<file path="config.mk">
export PLATFORM = sky130hd
export DESIGN_NAME = bus_parity_unit
export DESIGN_NICKNAME = d
export VERILOG_FILES = /design/src/rtl/bus_parity_pkg.sv /design/src/rtl/bpu_parity_tree.sv /design/src/rtl/bpu_phase_track.sv /design/src/rtl/bpu_checker.sv /design/src/rtl/bus_parity_unit.sv
export SDC_FILE = /design/constraint.sdc
export NUM_CORES = 1
export LEC_CHECK = 0
export ABC_AREA = 1
export BUFFER_PORTS_ARGS = -buffer_cell sky130_fd_sc_hd__buf_2
export CAP_MARGIN = 20
export CORE_MARGIN = 3
export CORE_UTILIZATION = 30
export CTS_BUF_LIST = sky130_fd_sc_hd__clkbuf_4
export CTS_CLUSTER_DIAMETER = 40
export DETAILED_ROUTE_END_ITERATION = 16
export GPL_ROUTABILITY_DRIVEN = 0
export PLACE_DENSITY = 0.58
export SYNTH_ARGS = -nofsm -noshare
export SYNTH_HDL_FRONTEND = slang
export SYNTH_HIERARCHICAL = 1
export SYNTH_SLANG_ARGS = --single-unit
</file>
<file path="constraint.sdc">
create_clock -name clk -period 1.3 [get_ports clk]
set_clock_uncertainty 0.05 [all_clocks]
set_input_delay 0.13 -clock clk [delete_from_list [all_inputs] [get_ports clk]]
set_output_delay 0.13 -clock clk [all_outputs]
set_load 0.1 [all_outputs]
</file>
<file path="src/rtl/bus_parity_pkg.sv">
package bus_parity_pkg;

  typedef enum logic [1:0] {
    PH_NONE = 2'd0,
    PH_ADDR = 2'd1,
    PH_DATA = 2'd2
  } phase_e;

  localparam int LANE_W = 8;

endpackage

</file>
<file path="src/rtl/bpu_parity_tree.sv">
module bpu_parity_tree
  import bus_parity_pkg::*;
#(
  parameter int W = 36
) (
  input  logic [W-1:0] din,
  output logic         par
);

  localparam int LANES = (W + LANE_W - 1) / LANE_W;
  localparam int PW    = LANES * LANE_W;

  logic [PW-1:0]    padded;
  logic [LANES-1:0] lane_par;

  always_comb begin
    padded        = '0;
    padded[W-1:0] = din;
  end

  for (genvar g = 0; g < LANES; g++) begin : g_lane
    assign lane_par[g] = ^padded[g*LANE_W +: LANE_W];
  end

  assign par = ^lane_par;

endmodule

</file>
<file path="src/rtl/bpu_phase_track.sv">
module bpu_phase_track
  import bus_parity_pkg::*;
#(
  parameter int               CBE_W   = 4,
  parameter logic [CBE_W-1:0] DAC_CMD = 4'b1101
) (
  input  logic             clk,
  input  logic             rst_n,
  input  logic             frame_n,
  input  logic             irdy_n,
  input  logic             trdy_n,
  input  logic [CBE_W-1:0] cbe_n,
  output phase_e           phase
);

  logic idle_q, idle_d;
  logic dac_q, dac_d;
  logic first_addr;

  // first address clock: framing starts after a fully idle clock
  assign first_addr = !frame_n && idle_q;

  always_comb begin
    idle_d = frame_n && irdy_n;
    dac_d  = first_addr && (cbe_n == DAC_CMD);
  end

  always_comb begin
    if (first_addr || dac_q)
      phase = PH_ADDR;
    else if (!irdy_n && !trdy_n)
      phase = PH_DATA;
    else
      phase = PH_NONE;
  end

  always_ff @(posedge clk or negedge rst_n) begin
    if (!rst_n) begin
      idle_q <= 1'b1;
      dac_q  <= 1'b0;
    end else begin
      idle_q <= idle_d;
      dac_q  <= dac_d;
    end
  end

endmodule

</file>
<file path="src/rtl/bpu_checker.sv">
module bpu_checker
  import bus_parity_pkg::*;
(
  input  logic   clk,
  input  logic   rst_n,
  input  phase_e phase,
  input  logic   drive_oe,
  input  logic   calc_par,
  input  logic   bus_par,
  output logic   addr_err,
  output logic   data_err
);

  logic cap_addr_q, cap_addr_d;
  logic cap_data_q, cap_data_d;
  logic cap_par_q, cap_par_d;
  logic cap_en;
  logic aerr_q, aerr_d;
  logic derr_q, derr_d;
  logic mismatch;

  // capture stage: only phases another agent drives
  always_comb begin
    cap_addr_d = (phase == PH_ADDR) && !drive_oe;
    cap_data_d = (phase == PH_DATA) && !drive_oe;
    cap_en     = cap_addr_d || cap_data_d;
    cap_par_d  = cap_en ? calc_par : cap_par_q;
  end

  // compare stage: PAR arrives one clock after the captured bits
  always_comb begin
    mismatch = cap_par_q ^ bus_par;
    aerr_d   = cap_addr_q && mismatch;
    derr_d   = cap_data_q && mismatch;
  end

  always_ff @(posedge clk or negedge rst_n) begin
    if (!rst_n) begin
      cap_addr_q <= 1'b0;
      cap_data_q <= 1'b0;
      cap_par_q  <= 1'b0;
      aerr_q     <= 1'b0;
      derr_q     <= 1'b0;
    end else begin
      cap_addr_q <= cap_addr_d;
      cap_data_q <= cap_data_d;
      cap_par_q  <= cap_par_d;
      aerr_q     <= aerr_d;
      derr_q     <= derr_d;
    end
  end

  assign addr_err = aerr_q;
  assign data_err = derr_q;

endmodule

</file>
<file path="src/rtl/bus_parity_unit.sv">
module bus_parity_unit
  import bus_parity_pkg::*;
#(
  parameter int                AD_W    = 32,
  parameter int                CBE_W   = 4,
  parameter logic [CBE_W-1:0]  DAC_CMD = 4'b1101
) (
  input  logic             clk,
  input  logic             rst_n,
  input  logic [AD_W-1:0]  ad_i,
  input  logic [CBE_W-1:0] cbe_n_i,
  input  logic             frame_n_i,
  input  logic             irdy_n_i,
  input  logic             trdy_n_i,
  input  logic             ad_oe_i,
  input  logic             par_i,
  output logic             par_o,
  output logic             par_oe_o,
  output logic             addr_perr_o,
  output logic             data_perr_o
);

  localparam int BUS_W = AD_W + CBE_W;

  logic   bus_par;
  phase_e phase;
  logic   par_q, par_d;
  logic   oe_q, oe_d;

  bpu_parity_tree #(.W(BUS_W)) u_tree (
    .din ({cbe_n_i, ad_i}),
    .par (bus_par)
  );

  bpu_phase_track #(.CBE_W(CBE_W), .DAC_CMD(DAC_CMD)) u_phase (
    .clk     (clk),
    .rst_n   (rst_n),
    .frame_n (frame_n_i),
    .irdy_n  (irdy_n_i),
    .trdy_n  (trdy_n_i),
    .cbe_n   (cbe_n_i),
    .phase   (phase)
  );

  bpu_checker u_chk (
    .clk      (clk),
    .rst_n    (rst_n),
    .phase    (phase),
    .drive_oe (ad_oe_i),
    .calc_par (bus_par),
    .bus_par  (par_i),
    .addr_err (addr_perr_o),
    .data_err (data_perr_o)
  );

  // generator: value and enable both trail AD by one clock
  always_comb begin
    par_d = bus_par;
    oe_d  = ad_oe_i;
  end

  always_ff @(posedge clk or negedge rst_n) begin
    if (!rst_n) begin
      par_q <= 1'b0;
      oe_q  <= 1'b0;
    end else begin
      par_q <= par_d;
      oe_q  <= oe_d;
    end
  end

  assign par_o    = par_q;
  assign par_oe_o = oe_q;

endmodule

</file>
==> flow_summary.rst, run 1 <==
.. list-table::
   :header-rows: 1

   * - Metric
     - Value
   * - Worst IR drop on VDD
     - 0.241 mV
   * - I/O pin total
     - 47
   * - Synth top area share
     - 45.0%
   * - Highest fanout seen on the critical path
     - 1
   * - Synthesized netlist net count
     - 259
   * - Most area-hungry cell type in the Yosys netlist
     - nand2_1
   * - Average vias per placed instance
     - 3.97
   * - Count of inserted antenna diode cells
     - 0
   * - Simple-gate share of the synthesized area
     - 54.3%
   * - Fraction of power spent switching nets
     - 42.9%
   * - Portion of the clock cycle consumed by the worst path in the final layout
     - 91.5%
   * - Worst hold-check path type
     - in2reg
   * - Die H
     - 66.8 um
   * - Post-Place Setup Slack
     - -0.0271 ns
   * - CTS buffer count
     - 3
   * - Logic pwr share
     - 51.5%
   * - Final routed wire length divided by cell count
     - 6.55 um
   * - H-tree Lvls
     - 1
   * - Post-CTS setup buffer count
     - 0
   * - Net switching power of the design
     - 0.492 mW
   * - Maximum number of pins on one net before global-route repair
     - 10
   * - Max-slew headroom at the worst pin
     - 67.7%
   * - Element type at the critical path end
     - primary output
   * - Number of unique standard cell types used by synthesis
     - 14
   * - Area of the mapped netlist
     - 1110 um^2
   * - Total Negative Setup Slacks
     - 0 ns
   * - Part of the total power dissipated in sequential elements
     - 29.0%
   * - Outcome
     - finished clean
   * - Mux contribution to synthesized area
     - 0%
   * - Max-capacitance violation count
     - 0
   * - Count of antenna-violating nets left after detailed routing
     - 0
   * - Post-synthesis instance total
     - 216
   * - Element type at the critical path start
     - flip-flop
   * - Detail Placement HPWL
     - 1.86 mm
   * - Largest buffer count on any clock path
     - 2
   * - Global-route usage over all layers
     - 9.86%
   * - Clock share of power
     - 19.5%
   * - Placed Cells
     - 308
   * - Kind of cell adding the most delay to the critical path
     - buffers and inverters
   * - Die Outline Area
     - 4460 um^2
   * - Critical path buffers and inverters
     - 1
   * - Crit-path slowest cell
     - buf_2
   * - Final min period
     - 1.19 ns
   * - Fraction of the mapped netlist area in adder cells
     - 0%
   * - Floorplan die width
     - 66.8 um
   * - Setup violation total in the final timing report
     - 0
   * - Yosys Warn Count
     - 6
   * - Area after DPL
     - 1400 um^2
   * - Delay of the slowest critical-path stage
     - 0.42 ns
   * - Internal power
     - 0.656 mW
   * - Number of I/O port buffers
     - 46
   * - Dominant combinational cell family by area after synthesis
     - simple AND/OR/NAND/NOR gates
   * - TritonCTS clock tree
     - done
   * - Clock-pin transition on the worst setup and hold timing paths
     - 0.05 ns
   * - DR vias
     - 1247
   * - FP Rows
     - 21
   * - Leading post-synthesis cells by cell area
     - nand2_1 45%, dfrtp_1 18%, inv_1 13%, xnor2_1 5.5%, xor2_1 4.7%
   * - First-pass GRT wire length
     - 3.60 mm
   * - Static leakage
     - 1.01 nW
   * - Initial standard-cell utilization of the core
     - 32.2%
   * - RSZ-0062 raised after global routing
     - false
   * - Min setup slack post-route
     - 0.111 ns
   * - Classification of the worst setup path
     - reg2out
   * - Xor-xnor portion of the synthesized cell area
     - 11.7%
   * - Wire length after detailed routing
     - 2.06 mm
   * - Via count of the first global-routing pass
     - 998
   * - Average cell area after synthesis
     - 5.13 um^2
   * - Layout net count
     - 312
   * - Drt first pass iters
     - 4
   * - Antenna violations before repair
     - 0
   * - Global-route congestion overflow total
     - 0
   * - Number of sinks handled by clock tree synthesis
     - 9
   * - Critical path required time
     - 1.12 ns
   * - Actual slew at the worst max-slew pin
     - 0.488 ns
   * - Max-slew violation total from the final report
     - 0
   * - Core region area
     - 3440 um^2
   * - Pwr per Cell Area
     - 793 nW/um^2
   * - Number of DRC violations after detailed-routing iteration 0
     - 18
   * - Area of all placed cells without fillers
     - 1450 um^2
   * - Number of storage elements in the synthesis netlist
     - 9
   * - Filler cell count
     - 411
   * - Final routed DRC violation total
     - 0
   * - Clock Root Buffer
     - clkbuf_4
   * - Number of hold violations in the final report
     - 0
   * - Compound-gate portion of the synthesized area
     - 0%
   * - Achievable frequency
     - 841 MHz
   * - Worst path cell trace
     - buf_2
   * - Number of standard cells in the layout, taps in and fillers out
     - 314
   * - Share of the yosys chip area belonging to registers
     - 20.4%
   * - Insertion delay of the later-clocked pin in the worst-skew pair
     - 0.25 ns
   * - Layout-stage area growth over the synthesis result
     - 30.7%
   * - WP data arrival
     - 1.01 ns
   * - Layout cells sized above 1
     - 23.1%
-- logic make-up after synthesis --
group | after synthesis
xor gates and xnor gates | 14
buffers and inverters | 40
and+or+nand+nor | 153
DFF | 9
-- placed cells by master, fill, tap and decap left out, types with 2 or more instances in the layout --
cell type      count
buf_2             46
clkbuf_4           4
dfrtp_1            8
dlygate4sd3_1      2
inv_1             37
inv_2              3
nand2_1          132
nand2_2            4
nand3_1            5
nor2_1             8
nor2_2             2
xnor2_1            7
xor2_1             6
-- what timing repair did --
| action | in CTS | in global routing |
|---|---|---|
| resized for setup | 0 | 1 |
| endpoints found under the setup margin | 0 | 1 |
| hold buffers | 2 | 0 |
| endpoints found under the hold margin | 10 | 0 |
-- layout make-up --
class | instances | area, um^2 | share of cell area [%]
repair buffers | 48 | 250 | 17.3
inverters | 40 | 150 | 10.4
clock buffers | 4 | 30.0 | 2.07
multi-input cells | 167 | 734 | 50.7
well taps | 46 | 57.6 | 3.97
flip-flops and latches | 9 | 226 | 15.6
-- final timing paths --
| path | end | start | slack [ns] | cells after the start |
|---|---|---|---|---|
| min reg2reg | u_chk/data_err | u_chk/cap_data_q | 0.42 | 2 |
| max | par_o | par_o | 0.11 | 1 |
| max reg2reg | u_chk/cap_par_q | u_phase/idle_q | 0.13 | 7 |
| min in group asynchronous | par_oe_o | rst_n | 0.20 | 2 |
| max in group asynchronous | u_phase/idle_q | rst_n | 0.75 | 2 |
| min | u_phase/idle_q | irdy_n_i | 0.02 | 3 |
-- flip-flops by register name, summed over array words and instances (netlist names) --
signal,count
par_o,1
par_oe_o,1
u_chk/addr_err,1
u_chk/cap_addr_q,1
u_chk/cap_data_q,1
u_chk/cap_par_q,1
u_chk/data_err,1
u_phase/dac_q,1
u_phase/idle_q,1
-- per-layer routing --
layer  GRT usage (%)  vias up  wire length, um
met4            3.05        0                5
met2            16.2       35              850
met5               0        -                0
li1                -      722                -
met1            12.7      488              998
met3            2.19        2              204
-- power by group through the flow --
stage | combinational [mW] | sequential, mW | clock, mW
after detailed placement | 0.594 | 0.338 | 0
final | 0.591 | 0.333 | 0.224
after CTS | 0.600 | 0.333 | 0.238
after global placement | 0.588 | 0.337 | 0
after global routing | 0.672 | 0.336 | 0.251
after floorplan | 0.299 | 0.471 | 0
-- per-stage QoR --
| stage | power [mW] | util [%] | hold WS (ns) |
|---|---|---|---|
| 2_1_floorplan | 0.769 | - | -0.216 |
| 3_3_place_gp | 0.925 | 40.6 | -0.0619 |
| 3_5_place_dp | 0.932 | 40.6 | -0.0592 |
| 4_1_cts | 1.17 | 42.0 | 0.0114 |
| 5_1_grt | 1.26 | 42.1 | 0.0430 |
| 6_report | 1.15 | 42.1 | 0.0186 |
-- cell usage after synthesis --
| library cell | n |
|---|---|
| inv_1 | 37 |
| inv_2 | 3 |
| xnor2_1 | 7 |
| nand3_2 | 1 |
| nor2_2 | 2 |
| nor2_1 | 8 |
| nand2_1 | 133 |
| dfstp_2 | 1 |
| xnor2_2 | 1 |
| xor2_1 | 6 |
| nand2_2 | 3 |
| nand3_1 | 5 |
| or2_0 | 1 |
| dfrtp_1 | 8 |
(Power assumes the default switching activity.)
==> run 2, diff against run 1 <==
--- a/config.mk
+++ b/config.mk
@@ -8,13 +8,14 @@
 export ABC_AREA = 1
 export BUFFER_PORTS_ARGS = -buffer_cell sky130_fd_sc_hd__buf_2
 export CAP_MARGIN = 20
-export CORE_MARGIN = 3
+export CELL_PAD_IN_SITES_DETAIL_PLACEMENT = 0
+export CELL_PAD_IN_SITES_GLOBAL_PLACEMENT = 1
 export CORE_UTILIZATION = 30
 export CTS_BUF_LIST = sky130_fd_sc_hd__clkbuf_4
 export CTS_CLUSTER_DIAMETER = 40
 export DETAILED_ROUTE_END_ITERATION = 16
 export GPL_ROUTABILITY_DRIVEN = 0
-export PLACE_DENSITY = 0.58
+export PLACE_DENSITY = 0.84
 export SYNTH_ARGS = -nofsm -noshare
 export SYNTH_HDL_FRONTEND = slang
 export SYNTH_HIERARCHICAL = 1
==> run 2 against run 1 <==
  * Register-to-register slack worse by 0.02 ns
  * Hold slack worse by 0.0086 ns
  * Clock-buffer cell count unchanged
  * Via count shrank 0.32%
  * Maximum frequency is 0.42% lower
  * Clock power grew 5%
  * First-iteration DRC count is 89% higher
==> flow_summary.rst, run 2 (synthesis gave the netlist of run 1 again) <==
.. list-table::
   :header-rows: 1

   * - Metric
     - Value
   * - Final routed DRC violation total
     - 0 (unchanged)
   * - Max-capacitance violation count
     - 0 (unchanged)
   * - Element type at the critical path start
     - flip-flop
   * - Min setup slack post-route
     - 0.106 ns (-0.00499 ns)
   * - WP data arrival
     - 1.01 ns (about the same)
   * - Layout cells sized above 1
     - 23.0% (-0.086 points)
   * - Detail Placement HPWL
     - 1.82 mm (-2.5%)
   * - Wire length after detailed routing
     - 2.02 mm (-2.0%)
   * - Classification of the worst setup path
     - reg2out
   * - Post-Place Setup Slack
     - -0.0336 ns (-0.00656 ns)
   * - Die Outline Area
     - 3940 um^2 (-12%)
   * - Count of antenna-violating nets left after detailed routing
     - 0 (unchanged)
   * - Initial standard-cell utilization of the core
     - 32.2% (unchanged)
   * - Worst IR drop on VDD
     - 0.210 mV (-13%)
   * - Clock Root Buffer
     - clkbuf_4
   * - Critical path required time
     - 1.12 ns (about the same)
   * - Via count of the first global-routing pass
     - 1052 (+5.4%)
   * - Antenna violations before repair
     - 0 (unchanged)
   * - Number of hold violations in the final report
     - 0 (unchanged)
   * - Max-slew headroom at the worst pin
     - 67.7% (about the same)
   * - Crit-path slowest cell
     - buf_2
   * - DR vias
     - 1243 (-0.32%)
   * - Floorplan die width
     - 62.8 um (-6.0%)
   * - Achievable frequency
     - 837 MHz (-0.42%)
   * - Post-Route Utilization
     - 42.4% (+0.29 points)
   * - Number of DRC violations after detailed-routing iteration 0
     - 34 (+16)
   * - TritonCTS clock tree
     - done
   * - Static leakage
     - 1.01 nW (+0.41%)
   * - First-pass GRT wire length
     - 3.80 mm (+5.6%)
   * - Pwr per Cell Area
     - 795 nW/um^2 (+0.33%)
   * - Final min period
     - 1.19 ns (+0.00499 ns)
   * - Highest fanout seen on the critical path
     - 1 (unchanged)
   * - Count of inserted antenna diode cells
     - 0 (unchanged)
   * - Final routed wire length divided by cell count
     - 6.40 um (-2.3%)
   * - Drt first pass iters
     - 4 (unchanged)
   * - Worst hold-check path type
     - in2reg
   * - Number of I/O port buffers
     - 46 (unchanged)
   * - Portion of the clock cycle consumed by the worst path in the final layout
     - 91.9% (+0.38 points)
   * - Die H
     - 62.8 um (-6.0%)
   * - Layout net count
     - 313 (+0.32%)
   * - Largest buffer count on any clock path
     - 2 (unchanged)
   * - Clock-pin transition on the worst setup and hold timing paths
     - 0.06 ns (about the same)
   * - Critical path buffers and inverters
     - 1 (unchanged)
   * - Worst path cell trace
     - buf_2
   * - RSZ-0062 raised after global routing
     - false
   * - Layout-stage area growth over the synthesis result
     - 31.6%
   * - Max-slew violation total from the final report
     - 0 (unchanged)
   * - FP Rows
     - 21 (unchanged)
   * - Delay of the slowest critical-path stage
     - 0.42 ns (about the same)
   * - Core region area
     - 3440 um^2 (unchanged)
   * - Most frequent standard cell in the layout excluding fill and tap cells
     - nand2_1
   * - Element type at the critical path end
     - primary output
   * - CTS buffer count
     - 3 (unchanged)
   * - Number of sinks handled by clock tree synthesis
     - 9 (unchanged)
   * - H-tree Lvls
     - 1 (unchanged)
   * - Commonest non-fill, non-tap cells in the layout
     - 132 x nand2_1, 46 x buf_2, 37 x inv_1, 8 x dfrtp_1, 8 x nor2_1
   * - Actual slew at the worst max-slew pin
     - 0.488 ns (+0.000120 ns)
   * - Global-route congestion overflow total
     - 0 (unchanged)
   * - Outcome
     - finished clean
   * - Kind of cell adding the most delay to the critical path
     - buffers and inverters
   * - Insertion delay of the later-clocked pin in the worst-skew pair
     - 0.26 ns (about the same)
   * - Total Negative Setup Slacks
     - 0 ns (unchanged)
   * - Setup violation total in the final timing report
     - 0 (unchanged)
   * - Global-route usage over all layers
     - 11.5% (+1.7 points)
   * - Maximum number of pins on one net before global-route repair
     - 10 (unchanged)
   * - Average vias per placed instance
     - 3.95 (-0.64%)
   * - I/O pin total
     - 47 (unchanged)
[run 2: cell count changes in the layout (fill, tap and decap cells not counted), sizes merged]
cell         previous run  this run
dlygate4sd3             2         3
[run 2: final timing paths]
check	startpoint	endpoint	slack [ns]	cells past startpoint
setup / recovery	par_o	par_o	0.11	1
hold / removal	frame_n_i	u_phase/idle_q	0.01	3
setup reg to reg	u_phase/idle_q	u_chk/cap_par_q	0.11	7
hold reg to reg	u_chk/cap_data_q	u_chk/data_err	0.42	2
max in group asynchronous	rst_n	u_phase/idle_q	0.76	2
min in group asynchronous	rst_n	par_oe_o	0.20	2
[run 2: per-stage QoR]
step	cell area, um^2	power (mW)	hold WS (ns)	instances
5_1_grt	1460	1.29	0.0102	315
3_3_place_gp	1400	0.928	-0.0648	308
2_1_floorplan	1110	0.769	-0.216	216
4_1_cts	1460	1.18	0.00247	315
3_5_place_dp	1400	0.929	-0.0631	308
6_report	1460	1.16	0.0100	315
[run 2: metal layers]
| metal | global-route usage, % | vias up | wire [um] |
|---|---|---|---|
| met5 | 0 | - | 0 |
| met4 | 4.36 | 0 | 6 |
| met3 | 1.82 | 2 | 116 |
| met1 | 15.3 | 480 | 1070 |
| met2 | 18.6 | 36 | 827 |
| li1 | - | 725 | - |
[run 2: layout make-up]
class,count,area [um^2]
Clock buffer,4,30.0
Inverter,40,150
Fill cell,378,1980
Tap cell,46,57.6
Multi-Input combinational cell,167,734
Sequential cell,9,226
Timing Repair Buffer,49,260
[run 2: worst register-to-register path: stages, from the launching register on]
cell     delay, ns
dfstp_2       0.51
nand2_1       0.07
nand2_2       0.09
nor2_1        0.07
nor2_2        0.09
nand2_2       0.07
nand3_1       0.08
nand2_1       0.05
[run 2: timing repair]
item,in CTS,in global routing
buffers inserted,0,0
setup endpoints to repair,0,1
hold buffers,3,0
resized for setup,0,1
hold endpoints to repair,11,0
[run 2: where the power goes]
part	switching [mW]	leakage, nW	internal [mW]
sequential	0.0155	0.116	0.316
combinational	0.390	0.877	0.204
clock	0.0960	0.0184	0.139
total	0.502	1.01	0.659
==> run 3, diff against run 2 <==
--- a/config.mk
+++ b/config.mk
@@ -10,6 +10,7 @@
 export CAP_MARGIN = 20
 export CELL_PAD_IN_SITES_DETAIL_PLACEMENT = 0
 export CELL_PAD_IN_SITES_GLOBAL_PLACEMENT = 1
+export CORE_ASPECT_RATIO = 0.75
 export CORE_UTILIZATION = 30
 export CTS_BUF_LIST = sky130_fd_sc_hd__clkbuf_4
 export CTS_CLUSTER_DIAMETER = 40
==> run 3 against run 2 <==
  * Non-clock buffer count unchanged
  * Clock power decreased by 5%
  * Worst setup slack improved by 0.0029 ns
  * Clock-buffer cell count unchanged
  * Total power decreased by 1.1%
  * Routed wire length decreased by 4.1%
  * Flip-flop and latch count unchanged
  * Sequential share of layout area about the same
  * Largest cell class unchanged
  * Highest routed layer is now met3
==> flow_summary.rst, run 3 (synthesis gave the netlist of run 1 again) <==
.. list-table::
   :header-rows: 1

   * - Metric
     - Value
   * - Layout-stage area growth over the synthesis result
     - 31.8%
   * - DR vias
     - 1223 (-1.6%)
   * - Number of sinks handled by clock tree synthesis
     - 9 (unchanged)
   * - Number of standard cells in the layout, taps in and fillers out
     - 319 (+1.3%)
   * - Floorplan die width
     - 72.2 um (+15%)
   * - Die H
     - 54.6 um (-13%)
   * - Layout net count
     - 313 (unchanged)
   * - Number of hold violations in the final report
     - 0 (unchanged)
   * - Highest fanout seen on the critical path
     - 3 (+2)
   * - Achievable frequency
     - 839 MHz (+0.24%)
   * - Worst IR drop on VDD
     - 0.436 mV (+110%)
   * - H-tree Lvls
     - 1 (unchanged)
   * - Part of the total power dissipated in sequential elements
     - 28.8% (+0.2 points)
   * - Clock share of power
     - 19.4% (-0.9 points)
   * - First-pass GRT wire length
     - 3.41 mm (-10%)
   * - Commonest non-fill, non-tap cells in the layout
     - 132 x nand2_1, 46 x buf_2, 37 x inv_1, 8 x dfrtp_1, 8 x nor2_1
   * - Placed Cells
     - 312 (+1.3%)
   * - Element type at the critical path end
     - flip-flop
   * - Insertion delay of the later-clocked pin in the worst-skew pair
     - 0.25 ns (about the same)
   * - Core region area
     - 3400 um^2 (-1.2%)
   * - Static leakage
     - 1.01 nW (+0.11%)
   * - Count of inserted antenna diode cells
     - 0 (unchanged)
   * - Worst path cell trace
     - nand2_1 -> nand2_2 -> nor2_1 -> nor2_2 -> nand2_2 -> nand3_1 -> nand2_1
   * - Multi-input gate area in the final layout
     - 734 um^2 (unchanged)
   * - Via count of the first global-routing pass
     - 952 (-9.5%)
   * - TritonCTS clock tree
     - done
   * - Count of antenna-violating nets left after detailed routing
     - 0 (unchanged)
   * - Global-route congestion overflow total
     - 0 (unchanged)
   * - Maximum number of pins on one net before global-route repair
     - 10 (unchanged)
   * - Outcome
     - finished clean
   * - Register Area
     - 226 um^2 (unchanged)
   * - Crit-path slowest cell
     - dfstp_2
   * - Post-layout power
     - 1.15 mW (-1.1%)
   * - WP data arrival
     - 1.29 ns (+0.28 ns)
   * - Setup violation total in the final timing report
     - 0 (unchanged)
   * - Internal power
     - 0.658 mW (-0.13%)
   * - Max-capacitance violation count
     - 0 (unchanged)
   * - Detail Placement HPWL
     - 1.77 mm (-2.7%)
   * - Filler cell count
     - 384 (+1.6%)
   * - Actual slew at the worst max-slew pin
     - 0.483 ns (-0.00477 ns)
   * - Clock-pin transition on the worst setup and hold timing paths
     - 0.05 ns (about the same)
   * - Drt first pass iters
     - 4 (unchanged)
   * - Number of DRC violations after detailed-routing iteration 0
     - 27 (-21%)
   * - Logic pwr share
     - 51.7% (+0.5 points)
   * - Critical path required time
     - 1.39 ns (+0.27 ns)
   * - Register-to-register setup slack
     - 0.11 ns (about the same)
   * - Fraction of power spent switching nets
     - 42.7% (-0.58 points)
   * - Pwr per Cell Area
     - 785 nW/um^2 (-1.3%)
   * - Delay of the slowest critical-path stage
     - 0.51 ns (+0.09 ns)
   * - Wire length after detailed routing
     - 1.94 mm (-4.1%)
   * - Classification of the worst setup path
     - reg2reg
   * - Max-slew headroom at the worst pin
     - 68.0% (+0.32 points)
   * - Element type at the critical path start
     - flip-flop
   * - Most frequent standard cell in the layout excluding fill and tap cells
     - nand2_1
   * - CTS buffer count
     - 3 (unchanged)
   * - Portion of the clock cycle consumed by the worst path in the final layout
     - 91.6% (-0.22 points)
   * - Global-route usage over all layers
     - 10.6% (-0.95 points)
   * - Max-slew violation total from the final report
     - 0 (unchanged)
   * - FP Rows
     - 18 (-14%)
   * - Layout cells sized above 1
     - 23.4% (+0.37 points)
   * - Final routed DRC violation total
     - 0 (unchanged)
   * - Largest buffer count on any clock path
     - 2 (unchanged)
   * - Antenna violations before repair
     - 0 (unchanged)
   * - Die Outline Area
     - 3940 um^2 (about the same)
   * - Initial standard-cell utilization of the core
     - 32.6% (+0.39 points)
   * - I/O pin total
     - 47 (unchanged)
   * - Final routed wire length divided by cell count
     - 6.07 um (-5.3%)
   * - Net switching power of the design
     - 0.489 mW (-2.5%)
   * - Average vias per placed instance
     - 3.83 (-2.8%)
   * - Worst hold-check path type
     - in2reg
   * - Total Negative Setup Slacks
     - 0 ns (unchanged)
   * - Clock Root Buffer
     - clkbuf_4
   * - Number of I/O port buffers
     - 46 (unchanged)
   * - Final min period
     - 1.19 ns (-0.00285 ns)
   * - Smallest hold slack
     - 0.0104 ns (+0.000343 ns)
## run 3: final timing paths
path | startpoint | to | cells after the start
setup / recovery | u_phase/idle_q | u_chk/cap_par_q | 7
hold / removal | irdy_n_i | u_phase/idle_q | 3
setup reg to reg | u_phase/idle_q | u_chk/cap_par_q | 7
hold reg to reg | u_chk/cap_addr_q | u_chk/addr_err | 2
max in group asynchronous | rst_n | u_phase/idle_q | 2
min in group asynchronous | rst_n | par_oe_o | 2
## run 3: per-layer routing
metal	share of wire [%]	wire (um)	global-route usage, %	vias to the layer above
met5	0	0	0	-
met3	4.6	89	2.21	0
met1	53	1020	13.7	474
met4	0	0	0.980	0
met2	43	824	19.0	28
li1	-	-	-	721
## run 3: final cells by class
type / instances / share of cell area, %
Sequential cell: 9 / 15.5
Tap cell: 50 / 4.28
Timing Repair Buffer: 49 / 17.6
Inverter: 40 / 10.3
Multi-Input combinational cell: 167 / 50.3
Clock buffer: 4 / 2.05
## run 3: power groups by stage
stage                     logic, mW  clock network, mW  registers (mW)
final                         0.593              0.223           0.331
after global routing          0.679              0.252           0.337
after CTS                     0.598              0.233           0.332
after detailed placement      0.592                  0           0.337
after global placement        0.588                  0           0.338
after floorplan               0.299                  0           0.471
## run 3: stage by stage
step                cell area (um^2)  utilization (%)  worst slack [ns]
floorplan                       1110                -             0.160
global placement                1400             41.2          -0.00567
detailed placement              1400             41.2           -0.0295
CTS                             1450             42.7            0.0653
global route                    1460             43.0          -0.00336
finish                          1460             43.0             0.109
## run 3: repair_timing
item                       4_1_cts  5_1_grt
gates resized for setup          0        1
setup endpoints to repair        0        1
hold buffers                     2        0
setup buffers                    0        1
hold endpoints to repair        10        0
## run 3: worst max-delay path: cells and delay by family, from the launching register on
family	cells	cell delay, ns
and+or+nand+nor	7	0.52
DFF	1	0.51
